File: config.mk
export PLATFORM = sky130hd
export DESIGN_NAME = csr_rmw_unit
export DESIGN_NICKNAME = d
export VERILOG_FILES = /design/src/rtl/csr_rmw_pkg.sv /design/src/rtl/csr_op_decode.sv /design/src/rtl/csr_update.sv /design/src/rtl/csr_file.sv /design/src/rtl/csr_rmw_unit.sv
export SDC_FILE = /design/constraint.sdc
export NUM_CORES = 1
export LEC_CHECK = 0
export BUFFER_PORTS_ARGS = -buffer_cell sky130_fd_sc_hd__buf_2
export CORE_ASPECT_RATIO = 0.5
export CORE_UTILIZATION = 60
export DETAILED_ROUTE_END_ITERATION = 10
export HOLD_SLACK_MARGIN = 0.08
export PLACE_DENSITY = 0.91
export SLEW_MARGIN = 20
export SYNTH_ARGS = -nofsm -noshare
export SYNTH_HDL_FRONTEND = slang
export SYNTH_SLANG_ARGS = --single-unit
File: constraint.sdc
create_clock -name clk -period 12.9 [get_ports clk]
set_input_delay 0.645 -clock clk [delete_from_list [all_inputs] [get_ports clk]]
set_output_delay 0.645 -clock clk [all_outputs]
set_load 0.02 [all_outputs]
File: src/rtl/csr_rmw_pkg.sv
package csr_rmw_pkg;

  typedef enum logic [1:0] {
    CSR_OP_NONE  = 2'd0,
    CSR_OP_WRITE = 2'd1,
    CSR_OP_SET   = 2'd2,
    CSR_OP_CLEAR = 2'd3
  } csr_op_e;

  localparam logic [2:0] FN_SYSTEM = 3'd0;
  localparam logic [2:0] FN_RSVD   = 3'd4;

endpackage

File: src/rtl/csr_op_decode.sv
module csr_op_decode
  import csr_rmw_pkg::*;
#(
  parameter int XLEN   = 64,
  parameter int ADDR_W = 12,
  parameter int IMM_W  = 5
) (
  input  logic              valid_i,
  input  logic [2:0]        func_i,
  input  logic [ADDR_W-1:0] addr_i,
  input  logic [XLEN-1:0]   src_i,
  input  logic [IMM_W-1:0]  imm_i,
  output csr_op_e           op_o,
  output logic [XLEN-1:0]   mask_o,
  output logic              access_o,
  output logic              ecall_o,
  output logic              brk_o,
  output logic              bad_func_o
);

  localparam logic [ADDR_W-1:0] ADDR_ECALL = ADDR_W'(0);
  localparam logic [ADDR_W-1:0] ADDR_BRK   = ADDR_W'(1);

  always_comb begin
    op_o       = CSR_OP_NONE;
    mask_o     = '0;
    access_o   = 1'b0;
    ecall_o    = 1'b0;
    brk_o      = 1'b0;
    bad_func_o = 1'b0;
    if (valid_i) begin
      if (func_i == FN_SYSTEM) begin
        if (addr_i == ADDR_ECALL)      ecall_o    = 1'b1;
        else if (addr_i == ADDR_BRK)   brk_o      = 1'b1;
        else                           bad_func_o = 1'b1;
      end else if (func_i == FN_RSVD) begin
        bad_func_o = 1'b1;
      end else begin
        access_o = 1'b1;
        mask_o   = func_i[2] ? {{(XLEN-IMM_W){1'b0}}, imm_i} : src_i;
        unique case (func_i[1:0])
          2'b01:   op_o = CSR_OP_WRITE;
          2'b10:   op_o = CSR_OP_SET;
          2'b11:   op_o = CSR_OP_CLEAR;
          default: op_o = CSR_OP_NONE;
        endcase
      end
    end
  end

endmodule

File: src/rtl/csr_update.sv
module csr_update
  import csr_rmw_pkg::*;
#(
  parameter int XLEN = 64
) (
  input  csr_op_e         op_i,
  input  logic [XLEN-1:0] old_i,
  input  logic [XLEN-1:0] mask_i,
  output logic [XLEN-1:0] new_o,
  output logic            want_wr_o
);

  logic mask_nz;
  assign mask_nz = |mask_i;

  always_comb begin
    new_o     = old_i;
    want_wr_o = 1'b0;
    unique case (op_i)
      CSR_OP_WRITE: begin new_o = mask_i;           want_wr_o = 1'b1;    end
      CSR_OP_SET:   begin new_o = old_i | mask_i;   want_wr_o = mask_nz; end
      CSR_OP_CLEAR: begin new_o = old_i & ~mask_i;  want_wr_o = mask_nz; end
      default:      begin new_o = old_i;            want_wr_o = 1'b0;    end
    endcase
  end

endmodule

File: src/rtl/csr_file.sv
module csr_file #(
  parameter int XLEN      = 64,
  parameter int ADDR_W    = 12,
  parameter int NUM_CSR   = 4,
  parameter logic [ADDR_W-1:0] BASE_ADDR = 12'h340
) (
  input  logic              clk,
  input  logic              rst_n,
  input  logic [ADDR_W-1:0] addr_i,
  input  logic              we_i,
  input  logic [XLEN-1:0]   wdata_i,
  output logic              hit_o,
  output logic [XLEN-1:0]   rdata_o
);

  logic [NUM_CSR-1:0] hit_vec;
  logic [XLEN-1:0]    q_arr [NUM_CSR];

  for (genvar gi = 0; gi < NUM_CSR; gi++) begin : g_reg
    localparam logic [ADDR_W-1:0] MY_ADDR = BASE_ADDR + ADDR_W'(gi);
    logic            en;
    logic [XLEN-1:0] d;

    assign hit_vec[gi] = (addr_i == MY_ADDR);

    always_comb begin
      en = we_i && hit_vec[gi];
      d  = wdata_i;
    end

    always_ff @(posedge clk or negedge rst_n) begin
      if (!rst_n)  q_arr[gi] <= '0;
      else if (en) q_arr[gi] <= d;
    end
  end

  always_comb begin
    rdata_o = '0;
    for (int i = 0; i < NUM_CSR; i++) begin
      if (hit_vec[i]) rdata_o = rdata_o | q_arr[i];
    end
  end

  assign hit_o = |hit_vec;

endmodule

File: src/rtl/csr_rmw_unit.sv
module csr_rmw_unit
  import csr_rmw_pkg::*;
#(
  parameter int XLEN    = 64,
  parameter int ADDR_W  = 12,
  parameter int IMM_W   = 5,
  parameter int NUM_CSR = 4,
  parameter logic [ADDR_W-1:0] BASE_ADDR = 12'h340
) (
  input  logic              clk,
  input  logic              rst_n,
  input  logic              req_valid,
  input  logic [2:0]        func_code,
  input  logic [ADDR_W-1:0] csr_addr,
  input  logic [XLEN-1:0]   src_value,
  input  logic [IMM_W-1:0]  imm_field,
  output logic [XLEN-1:0]   rd_value,
  output logic              wr_en,
  output logic [XLEN-1:0]   new_value,
  output logic              illegal,
  output logic              fault_ecall,
  output logic              fault_break
);

  logic rst_q1, rst_q2;

  always_ff @(posedge clk or negedge rst_n) begin
    if (!rst_n) begin
      rst_q1 <= 1'b0;
      rst_q2 <= 1'b0;
    end else begin
      rst_q1 <= 1'b1;
      rst_q2 <= rst_q1;
    end
  end

  csr_op_e         op;
  logic [XLEN-1:0] mask;
  logic            access, bad_func, hit, want_wr;
  logic [XLEN-1:0] old_val, upd_val;

  csr_op_decode #(.XLEN(XLEN), .ADDR_W(ADDR_W), .IMM_W(IMM_W)) u_dec (
    .valid_i    (req_valid),
    .func_i     (func_code),
    .addr_i     (csr_addr),
    .src_i      (src_value),
    .imm_i      (imm_field),
    .op_o       (op),
    .mask_o     (mask),
    .access_o   (access),
    .ecall_o    (fault_ecall),
    .brk_o      (fault_break),
    .bad_func_o (bad_func)
  );

  csr_update #(.XLEN(XLEN)) u_upd (
    .op_i      (op),
    .old_i     (old_val),
    .mask_i    (mask),
    .new_o     (upd_val),
    .want_wr_o (want_wr)
  );

  csr_file #(
    .XLEN(XLEN), .ADDR_W(ADDR_W), .NUM_CSR(NUM_CSR), .BASE_ADDR(BASE_ADDR)
  ) u_file (
    .clk     (clk),
    .rst_n   (rst_q2),
    .addr_i  (csr_addr),
    .we_i    (wr_en),
    .wdata_i (upd_val),
    .hit_o   (hit),
    .rdata_o (old_val)
  );

  always_comb begin
    wr_en     = access && hit && want_wr && rst_q2;
    illegal   = bad_func || (access && !hit);
    rd_value  = (access && hit) ? old_val : '0;
    new_value = wr_en ? upd_val : '0;
  end

endmodule

Yosys cells after proc, flatten, opt, wreduce, memory -nomap -nowiden:

Cells that the tools add are included.

* logic and storage cells: 70
* input bits: 87
* flip-flop bits (word level): 258
* output and inout bits: 132

* equality and inequality tests: 12
* bitwise gates (word level): 6
* muxes and demuxes: 31
* reduce and logical (&&, ||, !) cells: 15

Operators by type and width (count)
* 64-bit 2-to-1 mux: 10
* 64-bit OR: 4
* 64-bit case mux with 3 select lines: 1
* 64-bit AND: 1
* 64-bit inverter: 1
* 64-bit OR reduction: 1
* 12-bit by 10-bit == test with 1-bit output (second input constant): 4
* 1-bit 2-to-1 mux: 15
* 12-bit by 1-bit == test with 1-bit output (second input constant): 1
* 12-bit zero test: 1
* 2-bit == test (second input constant): 4
* 1-bit logical AND: 8
* 2-bit 2-to-1 mux: 3
* 2-bit case mux with 3 select lines: 1
* 2-bit by 1-bit == test with 1-bit output (second input constant): 2
* 4-bit OR reduction: 1
* 3-bit == test (second input constant): 1
* 3-bit zero test: 1
* 1-bit case mux with 2 select lines: 1
* 2-bit OR reduction: 1
* 1-bit zero test: 1
* 1-bit logical OR: 1

Depth between registers and ports, before layout:

Gate-level depths: netlist of run 1.

* depth in word-level cells: 11
* depth in mapped cells: 8
* depth with buffers taken out: 5

Cells and area by module:

From an unflattened synthesis of run 1, not the netlist that was laid out.

* cells, all modules: 1184
* area, all modules: 15162.0 µm²

By module, submodules not included
* csr_file: area each 12096.6 µm², cells each 699, times used 1, sequential area each 6406.1 µm²
* csr_update: area each 1461.4 µm², cells each 238, times used 1, sequential area each 0.0 µm²
* csr_rmw_unit: area each 967.2 µm², cells each 155, times used 1, sequential area each 50.0 µm²
* csr_op_decode: area each 636.9 µm², cells each 92, times used 1, sequential area each 0.0 µm²

Worst setup path after synthesis of run 1:

Ideal clock, no wire load.

* kind: register to output
* from: register rst_q2
* to: output new_value[10]
* data required time: 12.255 ns
* path buffers: 2
* stages on the path, launching flop included: 6
* slack: 4.258 ns
* data arrival time: 7.997 ns
* path through: dfrtp_1 > nand2_1 > a211o_1 > clkbuf_1 > clkbuf_1 > nor2b_1

* word-level cells in the longest chain between the ends: 2

Ends and longest elaborated chain
* start, declared: line csr_rmw_unit.sv:25 `logic rst_q1, rst_q2;`
* start signal, assigned: line csr_rmw_unit.sv:33 `rst_q2 <= rst_q1;`
* 1-bit logical AND: line csr_rmw_unit.sv:77 `wr_en = access && hit && want_wr && rst_q2;`
* 64-bit 2-to-1 mux: line csr_rmw_unit.sv:80 `new_value = wr_en ? upd_val : '0;`
* end, declared: line csr_rmw_unit.sv:19 `output logic [XLEN-1:0] new_value,`

No other way between the ends.

Worst setup path in the final report of run 1:

* from: input func_code[2]
* to: output new_value[18]

* word-level cells in the longest chain between the ends: 10
* elaborated cells between the ends (all ways): 26
* classes of those cells: eq/ne (4); mux (13); bitwise (3); reduce/logical (6)

Ends and longest elaborated chain
* start, declared: line csr_rmw_unit.sv:13 `input logic [2:0] func_code,`
* parallel branches: the longest is 9 deep, another holds 64-bit 2-to-1 mux
* 64-bit 2-to-1 mux *: line csr_rmw_unit.sv:80

Mark *: on every way between the ends.

==> run summary, run 1 <==
Post-Layout Cell Count -> 1632
Post-synth ARST share -> 100.0%
Status -> finished clean
Final Hold Fails -> 0
Setup violators final -> 0
Htree depth -> 1
Top post-synthesis cells by area -> dfrtp_1 46%, mux2_2 20%, mux4_2 10%
Peak VDD IR -> 0.06896 mV
First-pass GRT wire length -> 62500 µm
Most frequent cells in the layout -> 257 x dfrtp_1, 247 x mux2_2, 216 x buf_2, 123 x nor2b_1, 64 x mux4_2
Final Max Slew Viols -> 0
FF-to-FF Start -> rst_q2
Clock Skews -> 0.009871 ns
TritonRoute pass-1 iters -> 5
Worst-path clk slew -> 0.06 ns
Pwr Density -> 102.8 nW/µm²
Cells after DPL -> 1585
Synth top area share -> 45.51%
CTS sink cnt -> 258
Crit-path max FO -> 70
Drt total wl -> 39790 µm
Fin crit share -> 38.45%
Synth warn -> 0
Int Power -> 1.278 mW
Starting Density -> 61.73%
Fraction of final layout cells sized beyond drive strength 1 -> 45.39%
GR Layer Usage met2 -> 52.72%
Fin Setup TNS -> 0 ns
Setup WS pre-CTS -> 8.070 ns
Cts bufs inserted -> 24
Max cap viols -> 0
Post-synthesis sequential element count -> 258
Cell taking the most area after synthesis -> dfrtp_1
CP max-delay cell -> a211o_2
Largest stage delay, worst path -> 0.74 ns
Crit-path leading delay family -> compound AO/OA/AOI/OAI gates
Yosys cell types -> 46
Mapped cell area -> 14190 µm²
CP Buf/Inv Count -> 4
Syn avg cell area -> 12.57 µm²
Crit end category -> output port
Clock share of power -> 44.2%
Post-CTS setup repair buffer count -> 0
Vias -> 10780
Comb power frac -> 7.2%
Area growth syn-to-layout -> 14.53%
Switching share of power -> 23.46%
Crit. path cell count -> 9
Routed WL per cell -> 24.38 µm
GR Util met3 -> 6.502%
Grt peak-use layer -> met2
Reg2reg path depth -> 5
Peak Freq -> 0.2016 GHz
Die height -> 110.7 µm
Grt met1 use -> 44.59%
CP cell instances -> buf_2 -> buf_4 -> mux2i_1 -> o2111ai_1 -> a221oi_2 -> a211o_2 -> buf_4 -> nor2b_1 -> buf_2
Reg2reg setup slack -> 9.57 ns
Max Root-Sink Buffers -> 3
Die ar. -> 24300 µm²
Setup crit start kind -> primary input
Final #Nets -> 1394
Most common cell after layout, fill and taps aside -> dfrtp_1
Reg power frac -> 48.6%
Minimum clock period -> 4.960 ns
DR vias/cell -> 6.607
Die width -> 219.5 µm
# DRC -> 0
CTS tree -> done
Clk_lat worst skew -> 0.52 ns
Worst min path class -> reg2async
Initial DRC Count -> 1028
Final antenna-violating net count -> 0
Routability cong. -> 0.8581
Worst Path Class, Setup -> in2out
Worst-margin pin slew -> 1.108 ns
Sw Pwr -> 391.8 µW
I/O Buffers -> 218
Core box area -> 22980 µm²
Leakage Power -> 7.645 nW
Gr usage total -> 33.16%
Worst EP arrival -> 4.32 ns
Critical Path Source -> func_code[2]
Final setup margin -> 7.940 ns
Dpl hpwl -> 24390 µm
Largest net degree at the start of global routing -> 81
EDFF count, synth -> 0
Clock Tree Root -> clkbuf_16
Total nets after synthesis -> 1216
Filler cell count -> 1453
RSZ-0062 raised after global routing -> false
R2r endpoint -> u_file.q_arr[95]
Sequential share of the synthesized area -> 45.51%
Antenna violations before repair -> 1
Synth Flop Type -> dfrtp_1
Site Rows -> 39
Max-slew headroom -> 25.08%
Cells after Synth -> 1129
Grt ovf -> 0
I/O pin total -> 219
Crit path required time -> 12.26 ns
Vias in the first global route -> 11430
[layout make-up]
class                      instances  area [µm²]  area share, %
tap                              307       384.1          2.364
clock inverter                     5       75.07         0.4620
multi-input combinational        784        7331          45.12
timing repair buffer             237        1254          7.716
inverter                           2       7.507        0.04620
clock buffer                      38       734.5          4.520
sequential                       258        6460          39.76
antenna                            1       2.502        0.01540
[synth_stat cells (all sizes together), types with 2 or more instances]
cell type  number
a221oi          2
nor3b           2
xnor2           7
o22a            4
nor2           22
o2bb2ai        55
nand2b          3
nor3           60
buf            51
mux2i           5
nor2b         123
or3             2
nand4           9
mux2          257
a21oi          61
a2111oi         2
and2           59
nand2          11
dfrtp         258
mux4           64
inv             2
nor4           14
clkbuf         34
nand3           5
or4             2
[worst max path at each step]
stage / end
6_report: new_value[18]
5_1_grt: new_value[30]
4_1_cts: new_value[30]
3_5_place_dp: new_value[30]
3_3_place_gp: new_value[34]
2_1_floorplan: new_value[10]
[flip-flops by register name, indices dropped and copies added (netlist names)]
name / count
u_file.q_arr: 256
rst_q1: 1
rst_q2: 1
[cells by family after synthesis]
family | after synthesis | synth area share, %
flip-flops | 258 | 45.51
multiplexers | 326 | 30.91
XOR/XNOR | 7 | 0.4321
buffers and inverters | 87 | 3.087
AND/OR/NAND/NOR | 318 | 13.08
other | 1 | 0.02643
AO/OA/AOI/OAI | 132 | 6.958
[metal layers]
| layer | up-vias | routed length, µm |
|---|---|---|
| met1 | 5515 | 15890 |
| met5 | - | 0 |
| met3 | 137 | 3167 |
| met4 | 0 | 1641 |
| met2 | 605 | 19080 |
| li1 | 4525 | - |
[power groups by stage]
stage	sequential (mW)	combinational, mW	clock (mW)
floorplan	0.836	0.0610	0
global placement	0.827	0.112	0
detailed placement	0.827	0.116	0
CTS	0.812	0.118	0.737
global route	0.812	0.130	0.771
finish	0.812	0.120	0.738
[per-stage QoR]
step | utilization (%) | power, mW | cell area (µm²) | hold slack (ns)
after global routing | 70.70 | 1.713 | 16250 | 0.3695
final | 70.70 | 1.670 | 16250 | 0.3282
after CTS | 70.56 | 1.667 | 16220 | 0.3451
after floorplan | - | 0.8974 | 14190 | 0.3312
after detailed placement | 67.00 | 0.9434 | 15400 | 0.3372
after global placement | 67.00 | 0.9388 | 15400 | 0.3245
[repair_timing]
item,CTS,global route
hold endpoints to repair,2,0
hold buffers,1,0
endpoints found under the setup margin,0,0
resized for setup,0,0
(Power assumes the default switching activity.)
==> run 2, diff against run 1 <==
Settings changed: CORE_UTILIZATION 60 to 52, PLACE_DENSITY 0.91 to 0.84.
Clock period 12.9 ns to 4.5 ns, I/O delays scaled along.
==> run 2 against run 1 <==
Via count shrank 1.2%. Final cell count up 3.4%. Global-route usage decreased by 4.7 points. Critical endpoint is now new_value[32]. Largest power group unchanged.
==> run summary, run 2 (synthesized netlist as in run 1, its figures left out) <==
Comb power frac -> 7.6%
Fin Setup TNS -> 0 ns
Clock Skews -> 0.01351 ns
Clock share of power -> 42.3%
Routability cong. -> 0.8375
Antenna violations before repair -> 4
Die height -> 118.8 µm
Cell area after layout -> 16380 µm²
Fraction of final layout cells sized beyond drive strength 1 -> 45.72%
Largest regs -> u_file.q_arr (256), rst_q1 (1), rst_q2 (1)
Minimum clock period -> 3.703 ns
Worst Path Class, Setup -> in2out
CP cell instances -> buf_2 -> nor4_1 -> nand4_1 -> o31ai_2 -> a211o_2 -> buf_4 -> nor2b_1 -> buf_2
Core box area -> 26590 µm²
Final Hold Fails -> 0
Final #Nets -> 1404
I/O pin total -> 219
RSZ-0062 raised after global routing -> false
Initial DRC Count -> 956
Hold Slack -> 0.2775 ns
Max reg flops -> 256
Crit end category -> output port
Most flops, register -> u_file.q_arr
Setup WS pre-CTS -> 0.7974 ns
Dpl hpwl -> 26040 µm
# DRC -> 0
Max Root-Sink Buffers -> 3
CTS sink cnt -> 258
Switching share of power -> 23.43%
Critical path's most frequent cell -> buf_2
Final Max Slew Viols -> 0
Worst-path clk slew -> 0.07 ns
Drt total wl -> 39420 µm
Most common cell after layout, fill and taps aside -> dfrtp_1
Clk_lat worst skew -> 0.51 ns
I/O Buffers -> 218
Final antenna-violating net count -> 0
Worst EP arrival -> 3.48 ns
Status -> finished clean
# resized after CTS -> 0
Routed WL per cell -> 23.35 µm
CTS tree -> done
Max cap viols -> 0
Setup crit start kind -> primary input
Crit-path leading delay family -> compound AO/OA/AOI/OAI gates
Final setup margin -> 0.7969 ns
CP Buf/Inv Count -> 3
Die width -> 235.6 µm
Largest net degree at the start of global routing -> 178
Grt ovf -> 0
Crit-path max FO -> 24
Cts bufs inserted -> 23
Dpl cell area -> 15620 µm²
Htree depth -> 1
Largest stage delay, worst path -> 0.85 ns
Reg2reg setup slack -> 1.52 ns
Starting Density -> 53.35%
Worst-margin pin slew -> 1.017 ns
Vias -> 10660
Final total power -> 4.631 mW
Leakage Power -> 7.676 nW
Area growth syn-to-layout -> 15.48%
First-pass GRT wire length -> 62240 µm
Clock Tree Root -> clkbuf_16
CP max-delay cell -> o31ai_2
Reg power frac -> 50.1%
Pwr Density -> 282.7 nW/µm²
Worst min path class -> in2reg
Int Power -> 3.546 mW
Die ar. -> 27990 µm²
Peak Freq -> 0.2700 GHz
Crit path required time -> 4.28 ns
Vias in the first global route -> 11340
Most frequent cells in the layout -> 257 x dfrtp_1, 247 x mux2_2, 216 x buf_2, 123 x nor2b_1, 64 x mux4_2
Site Rows -> 42
Fin crit share -> 82.29%
Setup violators final -> 0
Gr usage total -> 28.47%
TritonRoute pass-1 iters -> 5
Peak VDD IR -> 0.2658 mV
Max-slew headroom -> 32.23%
DR vias/cell -> 6.313
Sw Pwr -> 1.085 mW
## run 2: cell types whose count changed in the layout (fill, tap and decap cells not counted), moves of 2 or more
| cell | previous run | this run |
|---|---|---|
| clkbuf_8 | 6 | 3 |
| diode_2 | 1 | 4 |
| buf_12 | 1 | 4 |
| clkbuf_16 | 25 | 23 |
| clkinvlp_4 | 0 | 2 |
| buf_4 | 19 | 24 |
## run 2: layer usage
metal | track usage, % | part of all wire (%) | vias up
met5 | 0 | 0 | -
met4 | 13.77 | 4.8 | 0
met3 | 4.368 | 5.7 | 129
met2 | 47.34 | 49 | 487
met1 | 36.83 | 40 | 5503
li1 | - | - | 4538
## run 2: worst paths after layout
kind | start | end | cells past startpoint
hold reg to reg | rst_q1 | rst_q2 | 0
min in group asynchronous | rst_q2 | u_file.q_arr[7] | 1
max in group asynchronous | rst_q2 | u_file.q_arr[216] | 2
hold / removal | src_value[61] | u_file.q_arr[61] | 4
setup reg to reg | rst_q2 | u_file.q_arr[162] | 5
setup / recovery | src_value[41] | new_value[32] | 8
## run 2: final cells by class
cell class                 count  area (µm²)
fill                        1981       10210
antenna                        4       10.01
sequential                   258        6460
timing repair buffer         248        1400
tap                          352       440.4
clock inverter                 8       95.09
multi-input combinational    784        7331
clock buffer                  32       639.4
inverter                       2       7.507
## run 2: power by group through the flow
stage	Clock [mW]	Sequential, mW	Combinational (mW)
after floorplan	0	2.40	0.175
after global placement	0	2.37	0.327
after detailed placement	0	2.37	0.347
after CTS	1.98	2.32	0.350
after global routing	2.07	2.32	0.383
final	1.96	2.32	0.353
## run 2: what timing repair did
action                                  in CTS  in global routing
hold buffers                                 2                  0
hold endpoints to repair                     2                  0
buffers inserted                             0                  0
endpoints found under the setup margin       0                  0
## run 2: stage by stage
step / util (%) / std cells
6_report: 61.61 / 1688
5_1_grt: 61.61 / 1688
4_1_cts: 61.56 / 1684
3_5_place_dp: 58.72 / 1642
3_3_place_gp: 58.62 / 1641
2_1_floorplan: - / 1129
## run 2: worst reg2reg max path: stages, from the launching register on
cell	delay, ns
dfrtp_4	0.44
buf_12	0.62
nand3_1	0.40
a211oi_4	0.54
buf_12	0.43
mux2_2	0.44
==> run 3, diff against run 2 <==
Clock period 4.5 ns to 3.1 ns, I/O delays scaled along.
==> run 3 against run 2 <==
Wire length grew 10%. First-iteration DRC count shrank 5.5%. Combinational power increased by 59%. Total power rose by 52%. Sequential share of layout area is 3.9 points lower.
==> run summary, run 3 (synthesized netlist as in run 1, its figures left out) <==
Status -> finished clean
CP max-delay cell -> nor3_1
Reg2reg setup slack -> 0.75 ns
Drt total wl -> 43540 µm
CP endpoint -> new_value[23]
Largest stage delay, worst path -> 0.69 ns
Clock share of power -> 44.2%
Clock Skews -> 0.02341 ns
DR WL met3 -> 3096 µm
Max cap viols -> 0
Die ar. -> 27990 µm²
Final #Nets -> 1462
Fraction of final layout cells sized beyond drive strength 1 -> 53.74%
Crit end category -> output port
Area growth syn-to-layout -> 28.27%
Wl on met1 -> 17940 µm
Worst-path clk slew -> 0.07 ns
Most flops, register -> u_file.q_arr
Post-CTS setup repair buffer count -> 0
Grt ovf -> 0
Crit path required time -> 2.94 ns
Worst Path Class, Setup -> in2out
Dpl hpwl -> 27640 µm
Routability cong. -> 0.8488
Cts bufs inserted -> 24
Die height -> 118.8 µm
Int Power -> 5.358 mW
Final antenna-violating net count -> 0
Site Rows -> 42
Max Root-Sink Buffers -> 3
Largest regs -> u_file.q_arr (256), rst_q1 (1), rst_q2 (1)
Gr usage total -> 31.25%
Htree depth -> 1
CTS tree -> done
Fin Setup TNS -> 0 ns
Peak VDD IR -> 0.3855 mV
Antenna violations before repair -> 1
Worst-margin pin slew -> 1.184 ns
DR top layer -> met4
Setup violators final -> 0
Most common cell after layout, fill and taps aside -> dfrtp_1
Routed WL per cell -> 24.93 µm
Comb power frac -> 7.9%
Leakage Power -> 8.237 nW
Met2 routed WL -> 20960 µm
Die width -> 235.6 µm
DR vias/cell -> 6.348
Max-slew headroom -> 20.85%
I/O pin total -> 219
FF-to-FF Start -> rst_q2
RSZ-0062 raised after global routing -> false
Final setup margin -> 0.1764 ns
Largest net degree at the start of global routing -> 165
Most frequent cells in the layout -> 257 x dfrtp_1, 216 x buf_2, 190 x mux2_4, 74 x buf_4, 67 x mux2_2
Setup WS pre-CTS -> 0.1577 ns
R2r endpoint -> u_file.q_arr[225]
Worst min path class -> reg2async
Sw Pwr -> 1.688 mW
Crit-path max FO -> 55
Worst EP arrival -> 2.77 ns
Max reg flops -> 256
Setup crit start kind -> primary input
Peak Freq -> 0.3420 GHz
TritonRoute pass-1 iters -> 5
Vias in the first global route -> 11720
Critical Path Source -> csr_addr[10]
Vias -> 11080
CTS sink cnt -> 258
Reg2reg path depth -> 4
# DRC -> 0
First-pass GRT wire length -> 68110 µm
Starting Density -> 53.35%
Minimum clock period -> 2.924 ns
Final Max Slew Viols -> 0
Pwr Density -> 387.2 nW/µm²
I/O Buffers -> 218
Fin crit share -> 94.31%
Core box area -> 26590 µm²
Initial DRC Count -> 903
Final Hold Fails -> 0
CP cell instances -> buf_2 -> or4_4 -> nor3_1 -> buf_4 -> a21oi_4 -> buf_12 -> nor3_1 -> nor2b_4 -> buf_2
Switching share of power -> 23.96%
Clock Tree Root -> clkbuf_16
Clk_lat worst skew -> 0.53 ns
Reg power frac -> 47.9%
-- run 3: cell types whose count changed in the layout (fill, tap and decap cells not counted), sizes merged --
cell      delta
clkinv       +2
inv          +1
clkbuf       +1
diode        -2
buf         +57
clkinvlp     -1
-- run 3: cell type report --
type                       instances  area (µm²)
clock buffer                      33       715.7
timing repair buffer             305        1917
antenna                            2       5.005
fill                            1662        8393
tap                              352       440.4
clock inverter                    10       112.6
multi-input combinational        784        8532
sequential                       258        6460
inverter                           2       15.01
-- run 3: per-layer routing --
metal  global-route usage, %  up-vias
met5                       0        -
met4                   11.19        0
met3                   6.377      113
met2                   50.44      533
met1                   42.16     5793
li1                        -     4645
-- run 3: timing repair --
| item | CTS | global route |
|---|---|---|
| gates resized for setup | 0 | 0 |
| endpoints found under the hold margin | 2 | 0 |
| hold buffers | 2 | 0 |
| setup endpoints to repair | 0 | 0 |
-- run 3: worst max-delay path: cells and delay by family --
family                 cells  cell delay (ns)
and+or+nand+nor            4             1.84
buffers and inverters      4             0.68
AOI/OAI and AO/OA          1             0.06
-- run 3: stage by stage --
stage                     std cells  utilization [%]  cell area [µm²]  hold WS (ns)  total power, mW
after global routing           1746            68.44            18200        0.2248            7.246
after detailed placement       1699            65.23            17340      -0.05940            3.979
final                          1746            68.44            18200        0.2056            7.046
after CTS                      1744            68.42            18190        0.2038            7.057
after floorplan                1129                -            15610       -0.1406            3.749
after global placement         1699            65.23            17340      -0.05885            3.955
-- run 3: worst min path at each step --
| stage | end | slack [ns] | depth (start not counted) |
|---|---|---|---|
| 4_1_cts | u_file.q_arr[189] | 0.20 | 4 |
| 3_5_place_dp | rst_q1 | -0.06 | 1 |
| 2_1_floorplan | rst_q1 | -0.14 | 0 |
| 6_report | u_file.q_arr[2] | 0.21 | 0 |
| 5_1_grt | u_file.q_arr[189] | 0.22 | 4 |
| 3_3_place_gp | rst_q1 | -0.06 | 1 |
-- run 3: power by group through the flow --
stage	Sequential (mW)	Clock, mW	Combinational [mW]
after floorplan	3.48	0	0.269
after global placement	3.44	0	0.518
after detailed placement	3.44	0	0.541
after CTS	3.37	3.13	0.552
after global routing	3.37	3.28	0.598
final	3.37	3.11	0.560
